`config.mk`:
```
export PLATFORM = sky130hd
export DESIGN_NAME = fp_defer_queue
export DESIGN_NICKNAME = d
export VERILOG_FILES = /design/src/rtl/fp_defer_pkg.sv /design/src/rtl/fp_defer_ctrl.sv /design/src/rtl/fp_defer_dpath.sv /design/src/rtl/fp_defer_queue.sv
export SDC_FILE = /design/constraint.sdc
export NUM_CORES = 1
export LEC_CHECK = 0
export ABC_AREA = 1
export BUFFER_PORTS_ARGS = -buffer_cell sky130_fd_sc_hd__buf_2
export CAP_MARGIN = 0
export CORE_ASPECT_RATIO = 0.6
export CORE_UTILIZATION = 30
export CTS_CLUSTER_DIAMETER = 150
export DETAILED_ROUTE_END_ITERATION = 10
export HOLD_SLACK_MARGIN = 0.12
export PLACE_DENSITY = 0.52
export SLEW_MARGIN = 0
export SYNTH_ARGS = -nofsm -noshare
export SYNTH_HDL_FRONTEND = slang
export SYNTH_HIERARCHICAL = 1
export SYNTH_SLANG_ARGS = --single-unit
```
`constraint.sdc`:
```
create_clock -name clk -period 2.08 [get_ports clk]
set_clock_uncertainty 0.1 [all_clocks]
set_input_delay 0.208 -clock clk [delete_from_list [all_inputs] [get_ports clk]]
set_output_delay 0.208 -clock clk [all_outputs]
set_load 0.01 [all_outputs]
```
`src/rtl/fp_defer_pkg.sv`:
```
package fp_defer_pkg;

  typedef enum logic [1:0] {
    ST_EXEC = 2'd0,
    ST_PEND = 2'd1,
    ST_EXC  = 2'd2
  } fpState_e;

  typedef enum logic [2:0] {
    TR_NONE  = 3'd0,
    TR_FPEXC = 3'd1,
    TR_FPDIS = 3'd2,
    TR_PRIV  = 3'd3,
    TR_ALIGN = 3'd4
  } trapCode_e;

  localparam int FTT_W = 3;
  localparam int QNE_POS = 13;
  localparam int FTT_POS = 14;
  localparam logic [FTT_W-1:0] FTT_SEQ = 3'd4;

  // control -> datapath strobes
  typedef struct packed {
    logic holdCapture;  // latch the excepting operate
    logic queueLoad;    // move latched entry into the queue
    logic trapLoad;     // update the reported PC pair
    logic pcDefer;      // report next-PC pair instead of precise pair
    logic qEmit;        // drive queue doubleword out
  } dpStrobe_t;

endpackage

```
`src/rtl/fp_defer_ctrl.sv`:
```
module fp_defer_ctrl
  import fp_defer_pkg::*;
(
  input  logic             clk,
  input  logic             rst,
  input  logic             fpEnable,
  input  logic             isSuper,
  input  logic             doOp,
  input  logic             opExcept,
  input  logic             doLoad,
  input  logic             doStore,
  input  logic             doBranch,
  input  logic             doQStore,
  input  logic             statWr,
  input  logic             wrQne,
  input  logic [FTT_W-1:0] wrFtt,
  input  logic [1:0]       memAlign,
  output fpState_e         state,
  output logic             qne,
  output logic [FTT_W-1:0] ftt,
  output logic             trapReq,
  output trapCode_e        trapCode,
  output logic             qValid,
  output dpStrobe_t        strb
);

  fpState_e nState;
  logic nQne, nTrap;
  logic [FTT_W-1:0] nFtt;
  trapCode_e nCode;
  logic seqClass, fpClass;

  assign seqClass = doOp | doLoad | doBranch | statWr;
  assign fpClass  = seqClass | doStore;

  always_comb begin
    nState = state;
    nQne   = qne;
    nFtt   = ftt;
    nTrap  = 1'b0;
    nCode  = TR_NONE;
    strb   = '0;
    if (doQStore) begin
      if (!isSuper) begin
        nTrap = 1'b1; nCode = TR_PRIV;
      end else if (!fpEnable) begin
        nTrap = 1'b1; nCode = TR_FPDIS;
      end else if (memAlign != 2'b00) begin
        nTrap = 1'b1; nCode = TR_ALIGN;
      end else if (!qne) begin
        nTrap = 1'b1; nCode = TR_FPEXC; nFtt = FTT_SEQ;
      end else begin
        strb.qEmit = 1'b1;
        nQne = 1'b0;
        nState = ST_EXEC;
      end
    end else if (fpClass && !fpEnable) begin
      nTrap = 1'b1; nCode = TR_FPDIS;
    end else if (seqClass && qne) begin
      nTrap = 1'b1; nCode = TR_FPEXC; nFtt = FTT_SEQ;
      nState = ST_PEND;
    end else if (seqClass && state == ST_PEND) begin
      nTrap = 1'b1; nCode = TR_FPEXC;
      nState = ST_EXC;
      nQne = 1'b1;
      strb.queueLoad = 1'b1;
      strb.pcDefer = 1'b1;
    end else if (statWr) begin
      nQne = wrQne;
      nFtt = wrFtt;
    end else if (doOp && opExcept && state == ST_EXEC) begin
      nState = ST_PEND;
      strb.holdCapture = 1'b1;
    end
    strb.trapLoad = nTrap;
  end

  always_ff @(posedge clk) begin
    if (rst) begin
      state    <= ST_EXEC;
      qne      <= 1'b0;
      ftt      <= '0;
      trapReq  <= 1'b0;
      trapCode <= TR_NONE;
      qValid   <= 1'b0;
    end else begin
      state    <= nState;
      qne      <= nQne;
      ftt      <= nFtt;
      trapReq  <= nTrap;
      trapCode <= nCode;
      qValid   <= strb.qEmit;
    end
  end

  // input contract: one instruction strobe per cycle
  p_one_strobe_r8: assert property (@(posedge clk) disable iff (rst)
    $onehot0({doOp, doLoad, doStore, doBranch, doQStore, statWr}));

  p_pend_entry_r2: assert property (@(posedge clk) disable iff (rst)
    (state == ST_EXEC && !qne && fpEnable && doOp && opExcept)
    |=> (state == ST_PEND && !trapReq));

  p_defer_trap_r3: assert property (@(posedge clk) disable iff (rst)
    (state == ST_PEND && !qne && fpEnable && seqClass)
    |=> (trapReq && trapCode == TR_FPEXC && qne && state == ST_EXC));

  p_exc_has_entry_r3: assert property (@(posedge clk) disable iff (rst)
    (state == ST_EXC) |-> qne);

  p_seq_error_r4: assert property (@(posedge clk) disable iff (rst)
    (qne && fpEnable && seqClass)
    |=> (trapCode == TR_FPEXC && ftt == FTT_SEQ && state == ST_PEND && qne));

  p_store_free_r5: assert property (@(posedge clk) disable iff (rst)
    (doStore && fpEnable) |=> (!trapReq && $stable(qne) && $stable(ftt) && $stable(state)));

  p_qstore_priv_r6: assert property (@(posedge clk) disable iff (rst)
    (doQStore && !isSuper) |=> (trapReq && trapCode == TR_PRIV && !qValid));

  p_qstore_ok_r7: assert property (@(posedge clk) disable iff (rst)
    (doQStore && isSuper && fpEnable && memAlign == 2'b00 && qne)
    |=> (qValid && !qne && !trapReq && state == ST_EXEC));

  p_disabled_r8: assert property (@(posedge clk) disable iff (rst)
    (fpClass && !fpEnable) |=> (trapCode == TR_FPDIS && $stable(qne) && $stable(state)));

endmodule

```
`src/rtl/fp_defer_dpath.sv`:
```
module fp_defer_dpath
  import fp_defer_pkg::*;
#(
  parameter int AW = 32,
  parameter int IW = 32
) (
  input  logic          clk,
  input  logic          rst,
  input  dpStrobe_t     strb,
  input  logic [AW-1:0] instAddr,
  input  logic [IW-1:0] instWord,
  input  logic [AW-1:0] nextPc,
  output logic [AW-1:0] trapPc,
  output logic [AW-1:0] trapNpc,
  output logic [AW+IW-1:0] qWord
);

  localparam logic [AW-1:0] INST_BYTES = AW'(4);

  logic [AW-1:0] holdAddr, qAddr;
  logic [IW-1:0] holdWord, qInsn;

  always_ff @(posedge clk) begin
    if (rst) begin
      holdAddr <= '0;
      holdWord <= '0;
      qAddr    <= '0;
      qInsn    <= '0;
      trapPc   <= '0;
      trapNpc  <= '0;
      qWord    <= '0;
    end else begin
      if (strb.holdCapture) begin
        holdAddr <= instAddr;
        holdWord <= instWord;
      end
      if (strb.queueLoad) begin
        qAddr <= holdAddr;
        qInsn <= holdWord;
      end
      if (strb.trapLoad) begin
        trapPc  <= strb.pcDefer ? nextPc : instAddr;
        trapNpc <= strb.pcDefer ? nextPc + INST_BYTES : nextPc;
      end
      if (strb.qEmit) qWord <= {qAddr, qInsn};
    end
  end

  p_emit_hold_r7: assert property (@(posedge clk) disable iff (rst)
    !strb.qEmit |=> $stable(qWord));

  p_queue_steady_r4: assert property (@(posedge clk) disable iff (rst)
    !strb.queueLoad |=> ($stable(qAddr) && $stable(qInsn)));

endmodule

```
`src/rtl/fp_defer_queue.sv`:
```
module fp_defer_queue
  import fp_defer_pkg::*;
#(
  parameter int AW = 32,
  parameter int IW = 32,
  parameter int SW = 32
) (
  input  logic             clk,
  input  logic             rst,
  input  logic             fpEnable,
  input  logic             isSuper,
  input  logic             doOp,
  input  logic             opExcept,
  input  logic             doLoad,
  input  logic             doStore,
  input  logic             doBranch,
  input  logic             doQStore,
  input  logic             statWr,
  input  logic             wrQne,
  input  logic [2:0]       wrFtt,
  input  logic [1:0]       memAlign,
  input  logic [AW-1:0]    instAddr,
  input  logic [IW-1:0]    instWord,
  input  logic [AW-1:0]    nextPc,
  output logic             trapReq,
  output logic [2:0]       trapCode,
  output logic [AW-1:0]    trapPc,
  output logic [AW-1:0]    trapNpc,
  output logic [1:0]       fsmState,
  output logic [SW-1:0]    statWord,
  output logic             qValid,
  output logic [AW+IW-1:0] qWord
);

  fpState_e   state;
  trapCode_e  code;
  logic       qne;
  logic [FTT_W-1:0] ftt;
  dpStrobe_t  strb;

  fp_defer_ctrl u_ctrl (
    .clk(clk), .rst(rst), .fpEnable(fpEnable), .isSuper(isSuper),
    .doOp(doOp), .opExcept(opExcept), .doLoad(doLoad), .doStore(doStore),
    .doBranch(doBranch), .doQStore(doQStore), .statWr(statWr),
    .wrQne(wrQne), .wrFtt(wrFtt), .memAlign(memAlign),
    .state(state), .qne(qne), .ftt(ftt), .trapReq(trapReq),
    .trapCode(code), .qValid(qValid), .strb(strb)
  );

  fp_defer_dpath #(.AW(AW), .IW(IW)) u_dpath (
    .clk(clk), .rst(rst), .strb(strb), .instAddr(instAddr),
    .instWord(instWord), .nextPc(nextPc), .trapPc(trapPc),
    .trapNpc(trapNpc), .qWord(qWord)
  );

  assign trapCode = code;
  assign fsmState = state;

  always_comb begin
    statWord = '0;
    statWord[QNE_POS] = qne;
    statWord[FTT_POS +: FTT_W] = ftt;
  end

  p_status_view_r9: assert property (@(posedge clk) disable iff (rst)
    (statWr && fpEnable && !qne && fsmState == 2'd0)
    |=> (statWord[QNE_POS] == $past(wrQne) && statWord[FTT_POS +: FTT_W] == $past(wrFtt)));

endmodule

```
Word level (Yosys, flattened, before mapping)
Cells that the tools add are included.

Equal/unequal tests: 10. Bitwise operators: 4. Reductions and logical operators: 14. Mux-type cells: 59. Add/subtract/negate cells: 1.

Operator list (count): $mux W32 (2); $mux W3 (15); $add A32 B3 Y32 const B (1); $mux W1 (29); $mux W2 (13); $reduce_and A7 Y1 (2); $ne A2 B2 Y1 const B (6); $reduce_and A6 Y1 (1); $reduce_bool A3 Y1 (2); $logic_and A1 B1 Y1 (5); $ne A4 B2 Y1 const B (1); $or A1 B1 Y1 (4); $reduce_bool A4 Y1 (1); $ne A3 B2 Y1 const B (1); $eq A2 B1 Y1 const B (1); $logic_not A2 Y1 (1); $ne A2 B1 Y1 const B (1); $reduce_bool A2 Y1 (1); $logic_not A1 Y1 (1).

Output and inout port bits: 167. Input bits: 113. Register bits: 267. Word-level logic and storage cells: 101.

Longest topological paths before layout
Gate-level depths: netlist of the first run.

Word-level depth: 9. Gate-level depth with buffers: 15. Gate-level depth less buffers: 14.

By module
The synthesis of the first run kept the hierarchy.

Modules (own cells, without submodules): fp_defer_dpath (times used 1, cells each 1317, sequential area each 5124.9 um^2, area an instance 9912.0 um^2); fp_defer_ctrl (times used 1, cells each 114, sequential area each 220.2 um^2, area an instance 737.0 um^2); fp_defer_queue (times used 1, cells each 30, sequential area each 0.0 um^2, area an instance 221.5 um^2).

Worst setup path before layout of the first run
OpenSTA, ideal clock, no wires.

Path type: register to register. From: register u_ctrl.state[0]. To: register u_dpath.trapNpc[20]. Cell stages (with the launch flop): 12. Buffers on the path: 4. Setup time: 0.131 ns. Slack: 0.065 ns. Clock period less this slack: 2.015 ns. Data required time: 1.849 ns. Data arrival time: 1.784 ns. Path through: dfxtp_1 inv_1 nor2_1 o21ai_2 nand2_1 inv_2 a21oi_1 buf_4 buf_2 buf_4 clkbuf_1 a21oi_1.

Elaborated cells on any way between the ends: 10. Those cells by class: 1 x eq/ne; 8 x mux; 1 x reduce/logical.

RTL lines: start, declared (RTL line fp_defer_ctrl.sv:18) `output fpState_e state,`; start signal, assigned (RTL line fp_defer_ctrl.sv:87) `state <= nState;`; $eq A2 B1 Y1 (RTL line fp_defer_ctrl.sv:62) `end else if (seqClass && state == ST_PEND) begin`; $logic_and A1 B1 Y1 (RTL line fp_defer_ctrl.sv:62); $mux W1 (RTL line fp_defer_ctrl.sv:62); $mux W1 (RTL line fp_defer_ctrl.sv:59) `end else if (seqClass && qne) begin`; $mux W1 (RTL line fp_defer_ctrl.sv:57) `end else if (fpClass && !fpEnable) begin`; $mux W1 (RTL line fp_defer_ctrl.sv:43) `if (doQStore) begin`; net u_ctrl.nTrap (RTL line fp_defer_ctrl.sv:28) `logic nQne, nTrap;`; end signal, assigned (RTL line fp_defer_dpath.sv:43) `trapNpc <= strb.pcDefer ? nextPc + INST_BYTES : nextPc;`; end, declared (RTL line fp_defer_dpath.sv:14) `output logic [AW-1:0] trapNpc,`.

The timed path passes the listed nets, and every way through them passes these cells. A chain may end at the register's enable or synchronous reset.

==> results.py, run 1 <==
metrics = {
    "critical_path": {
        "crit_chain": "dlygate4sd3_1, nor2_4, buf_4, nand2_4, nand4_4, nor2_4, buf_12, nand3_1, nor2_2, nand2_2, nor2_4, nand2_1, nand2_1, nand2_1, a21oi_2",
        "startpoint_type": "input pin",
        "critPathMaxFanout": 6,
        "critPathBufInv": 3,
        "path_delay_family": "simple AND/OR/NAND/NOR gates",
        "end_kind": "flop",
        "slowest_delay_ns": 0.61,
        "slowest_stage": "dlygate4sd3_1",
        "required_ns": 2.46,
        "cp.arrival_ns": 2.45,
        "setup.worst_path.class": "input pin to flop",
        "r2r_slack_ns": 0.04,
    },
    "clock_network": {
        "cts_tree": "yes",
        "cts_buffers": 27,
        "clock_latency_ns": 0.54,
        "path_clk_slew_ns": 0.07,
        "clockBufferDepth": 3,
        "clockRootBuffer": "clkbuf_16",
        "cts_sinks": 267,
        "htreeDepth": 1,
    },
    "floorplanning": {
        "die_area_um2": 37030,
        "core-area_um2": 35350,
        "start_util": 0.3076,
        "fp.dieH_um": 149.5,
        "pin_count": 280,
        "dieWidth_um": 247.7,
        "rows": 53,
    },
    "synth": {
        "avgSynthCellArea_um2": 7.440,
        "ys_types": 38,
        "synth-seq-cells": 267,
        "yosys_warnings": 6,
        "syn_area_um2": 10870,
        "syn_inst": 1461,
        "ys_seq_area_frac": 0.4917,
    },
    "detailed_routing": {
        "wl_per_cell_um": 15.84,
        "first_pass_iters": 10,
        "vias": 10760,
        "wirelength_mm": 36.52,
        "postRouteAntennaNets": 0,
        "drc": 10,
        "vias_per_cell": 4.668,
        "drt_iter0_drc": 637,
    },
    "sta": {
        "final_min_period_over_clock_period": 0.9970,
        "period_minus_slack_ns": 2.074,
        "finalSetupViolCount": 0,
        "drv_slew": 0,
        "rsz0062_at_grt": "yes",
        "fmax_mhz": 482.2,
        "finalHoldViolations": 0,
    },
    "pwr": {
        "p_sw_uw": 3040,
        "comb_power_share": 0.115,
        "leakagePower_uw": 0.007589,
        "vdd_drop_max_v": 0.0005360,
        "intPower_uw": 8941,
        "switching_share": 0.2537,
        "power.density_nw_per_um2": 797.0,
        "seqPwrFrac": 0.453,
        "p_clk_frac": 0.432,
    },
    "grt": {
        "grt_pass1_wl_mm": 55.58,
        "track_usage": 0.1891,
        "overflow": 0,
        "antenna_found_initial": 1,
        "grt_max_degree": 65,
        "first_global_vias": 9995,
    },
    "final_layout": {
        "design_area_um2": 15030,
        "utilization": 0.4253,
        "multi_input_area_um2": 4802,
        "drive_gt1_frac": 0.2303,
        "seq_area_um2": 5348,
        "nFillCells": 3662,
        "fin_nets": 1931,
        "syn_to_final_growth_pct": 38.28,
    },
    "status": {
        "outcome": "complete, but fails checks",
        "failed_checks": "design-rule violations",
    },
    "placed_design": {
        "gp_congestion": 0.8926,
        "port_buffers": 251,
        "dpl-instance-area_um2": 12770,
        "hpwl_mm": 24.46,
    },
    "min_path": {
        "hold_class": "input pin to flop",
    },
    "run": {
        "cap_violations": 0,
    },
}
worst min-delay path, delay by kind of cell:
kind,cells,cell delay (ns)
buffers and inverters,2,0.38
AND/OR/NAND/NOR,2,0.17
cells by family after synthesis:
group,share of synthesized area
and+or+nand+nor,0.2482
AOI/OAI and AO/OA,0.1595
DFF,0.4917
buffers and inverters,0.08541
xor gates and xnor gates,0.01370
adders and majority gates,0.001151
other,0.0003450
cell usage in the layout, fill, tap and decap left out, drive strengths merged, types with 4 or more instances in the layout:
master       Yosys  layout
nor2           451     451
buf             47     302
dfxtp          267     267
o21ai          244     244
nand2          127     127
dlygate4sd3      0     117
inv             82      83
nand3           47      47
a21oi           47      47
clkbuf          75      42
o211ai          32      32
conb             1      28
xor2            15      15
nand4            9       9
nor3             6       6
clkinv           2       5
bufinv           0       4
registers in the layout, summed over array words and instances (netlist names):
register and cells:
u_ctrl/trapCode 3, u_ctrl/qne 1, u_dpath/trapPc 32, u_dpath/qAddr 32
u_dpath/holdAddr 32, u_dpath/qInsn 32, u_ctrl/trapReq 1, u_dpath/qWord 64
u_dpath/trapNpc 32, u_ctrl/ftt 3, u_dpath/holdWord 32, u_ctrl/state 2
u_ctrl/qValid 1
synth_stat cells:
cell | instances | area (um^2)
nand4_2 | 1 | 12.51
buf_4 | 34 | 255.2
a21oi_1 | 44 | 220.2
nor2_2 | 13 | 81.33
xnor2_1 | 2 | 17.52
buf_1 | 1 | 3.750
nand2_4 | 3 | 33.78
o2111a_1 | 1 | 11.26
nand2_2 | 9 | 56.30
o21bai_2 | 1 | 11.26
clkinv_1 | 2 | 7.510
xor2_1 | 15 | 131.4
nor3_4 | 3 | 48.80
nand3_2 | 1 | 10.01
nand3_1 | 46 | 230.2
nand4_1 | 8 | 50.05
and2_1 | 1 | 6.260
ha_1 | 1 | 12.51
nor4_1 | 2 | 12.51
o21ai_1 | 2 | 10.01
nor2_1 | 432 | 1622
buf_2 | 10 | 50.05
conb_1 | 1 | 3.750
buf_6 | 2 | 22.52
nor3_1 | 2 | 10.01
nor2_4 | 5 | 56.30
o21ai_0 | 241 | 1206
dfxtp_1 | 267 | 5345
inv_2 | 11 | 41.29
or2_1 | 1 | 6.260
a21oi_2 | 3 | 26.28
nand2_1 | 115 | 431.7
nor3_2 | 1 | 10.01
nor2_8 | 1 | 20.02
clkbuf_1 | 75 | 281.5
inv_1 | 71 | 266.5
o21ai_2 | 1 | 8.760
o211ai_1 | 32 | 240.2
stage by stage:
stage                     power, uW  setup WS [ns]  setup TNS, ns  hold slack (ns)  cells
after detailed placement       6691       -0.04183       -0.04710           0.3373   2132
after global routing          12530       -0.07275        -0.1721           0.1774   2305
after global placement         6681      -0.008390      -0.008390           0.3369   2132
after floorplan                6171        0.06490              0           0.1771   1488
after CTS                     12110        0.01961              0           0.1236   2298
final                         11980       0.006306              0           0.1540   2305
layer usage:
metal / up-vias / wire length, um / global-route usage
met4: 0 / 507 / 0.03221
met2: 296 / 15840 / 0.2883
met3: 33 / 2426 / 0.03784
met1: 5063 / 17750 / 0.2764
li1: 5368 / - / -
met5: - / 0 / 0
power groups by stage:
stage / clock (uW) / sequential, uW / combinational [uW]
after floorplan: 0 / 5570 / 597
after detailed placement: 0 / 5540 / 1150
final: 5180 / 5430 / 1380
after CTS: 5350 / 5430 / 1330
after global routing: 5580 / 5450 / 1510
after global placement: 0 / 5540 / 1140
worst paths after layout:
check | from | endpoint | cells after the start
min | rst | u_ctrl/qne | 4
max | statWr | u_dpath/trapNpc[26] | 15
min reg2reg | u_ctrl/ftt[0] | u_ctrl/ftt[0] | 2
max reg2reg | u_ctrl/state[0] | u_dpath/trapNpc[26] | 13
repair_timing:
| item | in CTS | in global routing |
|---|---|---|
| setup buffers | 0 | 5 |
| endpoints found under the hold margin | 142 | 1 |
| hold buffers | 117 | 1 |
| gates resized for setup | 1 | 27 |
| pin swaps | 0 | 9 |
| cloned | 0 | 2 |
| endpoints found under the setup margin | 9 | 92 |
cell type report:
class	count	area share
Antenna cell	1	0.0001665
Clock buffer	39	0.05061
Clock inverter	10	0.01057
Inverter	84	0.02131
Multi-Input combinational cell	1015	0.3195
Sequential cell	267	0.3558
Tap cell	467	0.03887
Timing Repair Buffer	422	0.2033
Note: power is estimated with default switching activity, not from simulation.
==> inputs of run 2 (changes only) <==
- CELL_PAD_IN_SITES_DETAIL_PLACEMENT: unset -> 0
- CELL_PAD_IN_SITES_GLOBAL_PLACEMENT: unset -> 1
- PLACE_DENSITY: 0.52 -> 0.68
==> run 2 against run 1 <==
  * The flow still finishes with violations (design-rule violations)
  * Clock power grew 4.4%
  * Via count shrank 0.17%
  * Register-to-register slack gained 0.05 ns
  * Sequential power is essentially flat
  * Combinational power is essentially flat
  * Clock-buffer cell count shrank 3
  * First-iteration DRC count shrank 5.5%
  * Routed wire length grew 3.4%
  * Total power grew 2.0%
  * Worst hold slack lost 0.026 ns
  * Die area is the same
  * Critical path type unchanged
==> results.py, run 2 (synthesized netlist as in run 1, its figures left out) <==
metrics = {
    "clock_network": {
        "clockRootBuffer": "clkbuf_16",
        "cts_tree": "yes",
        "clockBufferDepth": 3,
        "clock_latency_ns": 0.56,
        "cts_sinks": 267,
        "cts_buffers": 28,
        "htreeDepth": 1,
        "path_clk_slew_ns": 0.06,
    },
    "floorplanning": {
        "core-area_um2": 35350,
        "fp.dieH_um": 149.5,
        "dieWidth_um": 247.7,
        "die_area_um2": 37030,
        "start_util": 0.3076,
        "pin_count": 280,
        "rows": 53,
    },
    "pwr": {
        "p_sw_uw": 3110,
        "p_clk_frac": 0.443,
        "power.density_nw_per_um2": 812.1,
        "vdd_drop_max_v": 0.0005635,
        "leakagePower_uw": 0.007607,
        "comb_power_share": 0.113,
        "intPower_uw": 9117,
        "switching_share": 0.2543,
        "seqPwrFrac": 0.444,
    },
    "sta": {
        "finalHoldViolations": 0,
        "period_minus_slack_ns": 2.028,
        "tns_ns": 0,
        "rsz0062_at_grt": "yes",
        "final_min_period_over_clock_period": 0.9748,
        "finalSetupViolCount": 0,
        "relSlewSlack": 0.4076,
        "drv_slew": 0,
        "tightestPinTransition_ns": 0.8857,
        "whs_ns": 0.1283,
        "fmax_mhz": 493.2,
    },
    "final_layout": {
        "stdcell_count": 2299,
        "final_cell_mix": "426 x nor2_1, 266 x dfxtp_1, 251 x buf_2",
        "top_register": "u_dpath/qWord",
        "mostFrequentLayoutCell": "nor2_1",
        "drive_gt1_frac": 0.2294,
        "nFillCells": 3622,
        "multi_input_area_um2": 4770,
        "syn_to_final_growth_pct": 38.49,
        "fin_nets": 1925,
        "seq_area_um2": 5346,
        "utilization": 0.4259,
        "largest_reg_flops": 64,
    },
    "critical_path": {
        "critPathBufInv": 5,
        "cpMostUsedCell": "nand2_1",
        "end_kind": "flop",
        "required_ns": 2.42,
        "critPathMaxFanout": 9,
        "crit_chain": "dlygate4sd3_1, buf_2, nor2_2, buf_4, nand2_2, nand4_2, nor2_4, buf_12, inv_2, nor2_1, nand2_1, nor2_4, nand2_4, nor2_1, nand2_1, nand2_1, a21oi_2",
        "slowest_delay_ns": 0.52,
        "startpoint_type": "input pin",
        "slowest_stage": "dlygate4sd3_1",
        "cp.arrival_ns": 2.37,
        "path_delay_family": "simple AND/OR/NAND/NOR gates",
        "setup.worst_path.class": "input pin to flop",
    },
    "grt": {
        "overflow": 0,
        "met3_usage": 0.04053,
        "grt_max_degree": 89,
        "antenna_found_initial": 1,
        "grt_pass1_wl_mm": 56.35,
        "first_global_vias": 10100,
        "top_usage_layer": "met2",
        "track_usage": 0.1935,
        "met2_usage": 0.2922,
        "grt_use_met1": 0.2832,
    },
    "status": {
        "outcome": "complete, but fails checks",
        "failed_checks": "design-rule violations",
    },
    "min_path": {
        "hold_class": "input pin to flop",
    },
    "detailed_routing": {
        "postRouteAntennaNets": 0,
        "vias_per_cell": 4.672,
        "vias": 10740,
        "wirelength_mm": 37.76,
        "wl_per_cell_um": 16.42,
        "drc": 22,
        "drt_iter0_drc": 602,
        "first_pass_iters": 8,
    },
    "placed_design": {
        "gp_congestion": 0.8523,
        "dp_cells": 2126,
        "port_buffers": 251,
        "hpwl_mm": 24.26,
    },
    "run": {
        "cap_violations": 0,
    },
}
[run 2: cell count changes in the layout (fill, tap and decap cells not counted), sizes merged]
cell,delta
buf,-3
clkbuf,-3
clkinv,+3
clkinvlp,+1
dlygate4sd3,-4
[run 2: through the flow]
step / area [um^2] / setup slack, ns / power, uW
after global placement: 12730 / -0.03387 / 6676
final: 15050 / 0.05243 / 12230
after detailed placement: 12730 / -0.04098 / 6682
after floorplan: 10970 / 0.06490 / 6171
after global routing: 15050 / -0.04407 / 12780
after CTS: 14870 / 0.01636 / 12340
[run 2: final timing paths]
| path | start | to | slack, ns | depth (start not counted) |
|---|---|---|---|---|
| worst max-delay path | statWr | u_dpath/trapNpc[24] | 0.05 | 17 |
| worst min-delay path | rst | u_dpath/holdAddr[11] | 0.13 | 5 |
| worst max register to register | u_ctrl/state[0] | u_dpath/holdWord[11] | 0.09 | 11 |
| worst min register to register | u_ctrl/ftt[0] | u_ctrl/ftt[0] | 0.37 | 2 |
[run 2: cell type report]
class                   instances  area share
inverters                      84     0.02144
repair buffers                415      0.2020
clock buffers                  36     0.05327
flip-flops and latches        267      0.3551
multi-input cells            1015      0.3168
diodes                          1   0.0001662
well taps                     467     0.03881
clock inverters                14     0.01230
[run 2: power by group through the flow]
stage          registers (uW)  logic (uW)  clock network [uW]
2_1_floorplan            5570         597                   0
3_3_place_gp             5540        1140                   0
3_5_place_dp             5540        1140                   0
4_1_cts                  5430        1320                5590
5_1_grt                  5450        1520                5800
6_report                 5430        1380                5410
[run 2: layer usage]
metal	part of all wire	vias up
met2	0.42	262
met3	0.059	39
met1	0.50	5077
met5	0	-
met4	0.015	0
li1	-	5364
[run 2: what timing repair did]
| item | 4_1_cts | 5_1_grt |
|---|---|---|
| setup endpoints to repair | 1 | 122 |
| cloned | 0 | 5 |
| gates resized for setup | 0 | 30 |
| hold buffers | 114 | 0 |
| hold endpoints to repair | 149 | 0 |
| pin swaps | 1 | 7 |
| buffers inserted | 1 | 3 |
[run 2: tightest hold or removal path: cells and delay by family]
kind	cells	cell delay, ns
simple gates	1	0.04
compound gates	1	0.10
buf+inv	3	0.38
==> inputs of run 3 (changes only) <==
- PLACE_DENSITY: 0.68 -> 0.67
- SYNTH_HIERARCHICAL: 1 -> unset
==> run 3 against run 2 <==
  * The flow now finishes without violations
  * Clock power decreased by 6.5%
  * Worst hold slack improved by 0.069 ns
  * Sequential power decreased by 0.7%
  * Critical path depth decreased by 6
  * Highest routed layer unchanged
==> results.py, run 3 <==
metrics = {
    "synth": {
        "synth_top_cell_by_area": "dfxtp_1",
        "synth-edff-count": 0,
        "ys_types": 31,
        "syn_inst": 1488,
        "async_flop_share": 0,
        "synth_common_cells": "267 x dfxtp_1, 217 x nor2_1, 211 x nand2_1",
        "yosys.area.top_type_share": 0.4814,
        "yosysMostFrequentCell": "dfxtp_1",
        "synth-seq-cells": 267,
        "synth_ff_type": "dfxtp_1",
        "avgSynthCellArea_um2": 7.462,
        "ys_seq_area_frac": 0.4814,
        "syn_area_um2": 11100,
        "synth_area_leaders": "dfxtp_1 48%, a21oi_1 9.5%, o21ai_0 8.1%, nor2_1 7.3%, nand2_1 7.1%",
        "yosys_warnings": 0,
    },
    "pwr": {
        "p_sw_uw": 2946,
        "leakagePower_uw": 0.006339,
        "intPower_uw": 8817,
        "p_total_uw": 11760,
        "seqPwrFrac": 0.458,
        "comb_power_share": 0.112,
        "p_clk_frac": 0.430,
        "switching_share": 0.2505,
        "power.density_nw_per_um2": 803.0,
        "vdd_drop_max_v": 0.0005063,
    },
    "clock_network": {
        "cts_tree": "yes",
        "clock_latency_ns": 0.55,
        "cts_sinks": 267,
        "clockRootBuffer": "clkbuf_16",
        "cts_setup_buffers": 0,
        "htreeDepth": 1,
        "clockBufferDepth": 3,
        "cts_buffers": 27,
        "path_clk_slew_ns": 0.07,
    },
    "grt": {
        "track_usage": 0.1797,
        "grt_max_degree": 152,
        "overflow": 0,
        "antenna_found_initial": 0,
        "grt_pass1_wl_mm": 54.01,
        "first_global_vias": 9664,
    },
    "detailed_routing": {
        "wl_per_cell_um": 15.28,
        "wirelength_mm": 35.24,
        "drc": 0,
        "drt_iter0_drc": 636,
        "postRouteAntennaNets": 0,
        "first_pass_iters": 5,
        "vias_per_cell": 4.627,
        "vias": 10670,
    },
    "final_layout": {
        "top_register": "u_dpath.qWord",
        "largest_reg_flops": 64,
        "mostFrequentLayoutCell": "dfxtp_1",
        "utilization": 0.4022,
        "drive_gt1_frac": 0.1896,
        "syn_to_final_growth_pct": 31.92,
        "final_cell_mix": "267 x dfxtp_1, 250 x buf_2, 217 x nor2_1",
        "multi_input_area_um2": 4618,
        "seq_area_um2": 5345,
        "antenna_cells": 0,
        "fin_nets": 1924,
        "nFillCells": 3778,
    },
    "sta": {
        "period_minus_slack_ns": 2.030,
        "tns_ns": 0,
        "tightestPinTransition_ns": 0.6347,
        "finalHoldViolations": 0,
        "setup_slack_ns": 0.05038,
        "relSlewSlack": 0.5769,
        "final_min_period_over_clock_period": 0.9758,
        "finalSetupViolCount": 0,
        "fmax_mhz": 492.7,
        "rsz0062_at_grt": "no",
        "drv_slew": 0,
    },
    "critical_path": {
        "r2r_slack_ns": 0.14,
        "critPathMaxFanout": 6,
        "required_ns": 2.41,
        "end_kind": "flop",
        "setup.worst_path.class": "input pin to flop",
        "cp.arrival_ns": 2.36,
        "startpoint_type": "input pin",
    },
    "floorplanning": {
        "pin_count": 280,
        "dieWidth_um": 250.4,
        "rows": 54,
        "start_util": 0.3049,
        "fp.dieH_um": 151.0,
        "die_area_um2": 37810,
        "core-area_um2": 36420,
    },
    "status": {
        "outcome": "finished clean",
    },
    "min_path": {
        "hold_class": "input pin to flop",
    },
    "run": {
        "cap_violations": 0,
    },
    "placed_design": {
        "hpwl_mm": 24.01,
        "port_buffers": 251,
        "gp_congestion": 0.8552,
        "place_ws_ns": 0.1880,
    },
}
==> run 3: changes by cell type in the layout (fill, tap and decap cells not counted), moves of 31 or more <==
cell / delta
o21ai_1: +63
a21oi_1: +168
o211ai_1: -31
nand2_1: +97
nor2_1: -209
o21ai_0: -57
inv_1: +44
==> run 3: timing repair <==
action,in CTS,in global routing
hold buffers,112,0
hold endpoints to repair,138,0
endpoints found under the setup margin,0,1
gates resized for setup,0,2
==> run 3: stage by stage <==
stage	instances	hold slack (ns)	instance area (um^2)
floorplan	1515	0.2439	11200
global placement	2145	0.3359	12610
detailed placement	2145	0.3441	12610
CTS	2306	0.1698	14640
global route	2306	0.2285	14650
finish	2306	0.1974	14650
==> run 3: final timing paths <==
check	start	end	depth (start not counted)
worst max-delay path	fpEnable	u_ctrl.ftt[1]	11
worst min-delay path	doLoad	u_ctrl.state[0]	6
worst max register to register	u_ctrl.state[1]	u_ctrl.ftt[1]	7
worst min register to register	u_dpath.holdWord[8]	u_dpath.holdWord[8]	2
==> run 3: cell families (layout without fill, tap and decap cells) <==
family	after synthesis	after routing	share of synthesized area
simple gates	504	504	0.1871
fa+ha+maj	1	1	0.001127
xor+xnor	10	10	0.007888
flops	267	267	0.4814
other cells	1	28	0.0003377
buf+inv	243	558	0.1131
compound gates	462	462	0.2090
==> run 3: layout make-up <==
cell class | count | share of cell area
Clock buffer | 39 | 0.05330
Clock inverter | 10 | 0.009054
Inverter | 118 | 0.03058
Multi-Input combinational cell | 1005 | 0.3153
Sequential cell | 267 | 0.3649
Tap cell | 476 | 0.04066
Timing Repair Buffer | 391 | 0.1862
==> run 3: critical path: stages <==
cell	delay (ns)
dlygate4sd3_1	0.54
buf_2	0.14
inv_1	0.09
nand2_2	0.12
inv_2	0.14
nand2_1	0.13
nand2_1	0.17
inv_1	0.09
nand3_1	0.08
a21oi_1	0.07
dlygate4sd3_1	0.58
==> run 3: power groups by stage <==
| stage | clock network [uW] | registers, uW | logic, uW |
|---|---|---|---|
| global placement | 0 | 5500 | 1140 |
| global route | 5420 | 5410 | 1470 |
| floorplan | 0 | 5550 | 650 |
| CTS | 5250 | 5390 | 1320 |
| finish | 5060 | 5390 | 1320 |
| detailed placement | 0 | 5500 | 1150 |
==> run 3: routing by layer <==
metal | wire length (um) | GRT usage | up-vias
li1 | - | - | 5440
met1 | 18000 | 0.2666 | 4970
met2 | 15140 | 0.2747 | 223
met3 | 1583 | 0.02801 | 36
met4 | 512 | 0.03282 | 0
met5 | 0 | 0 | -
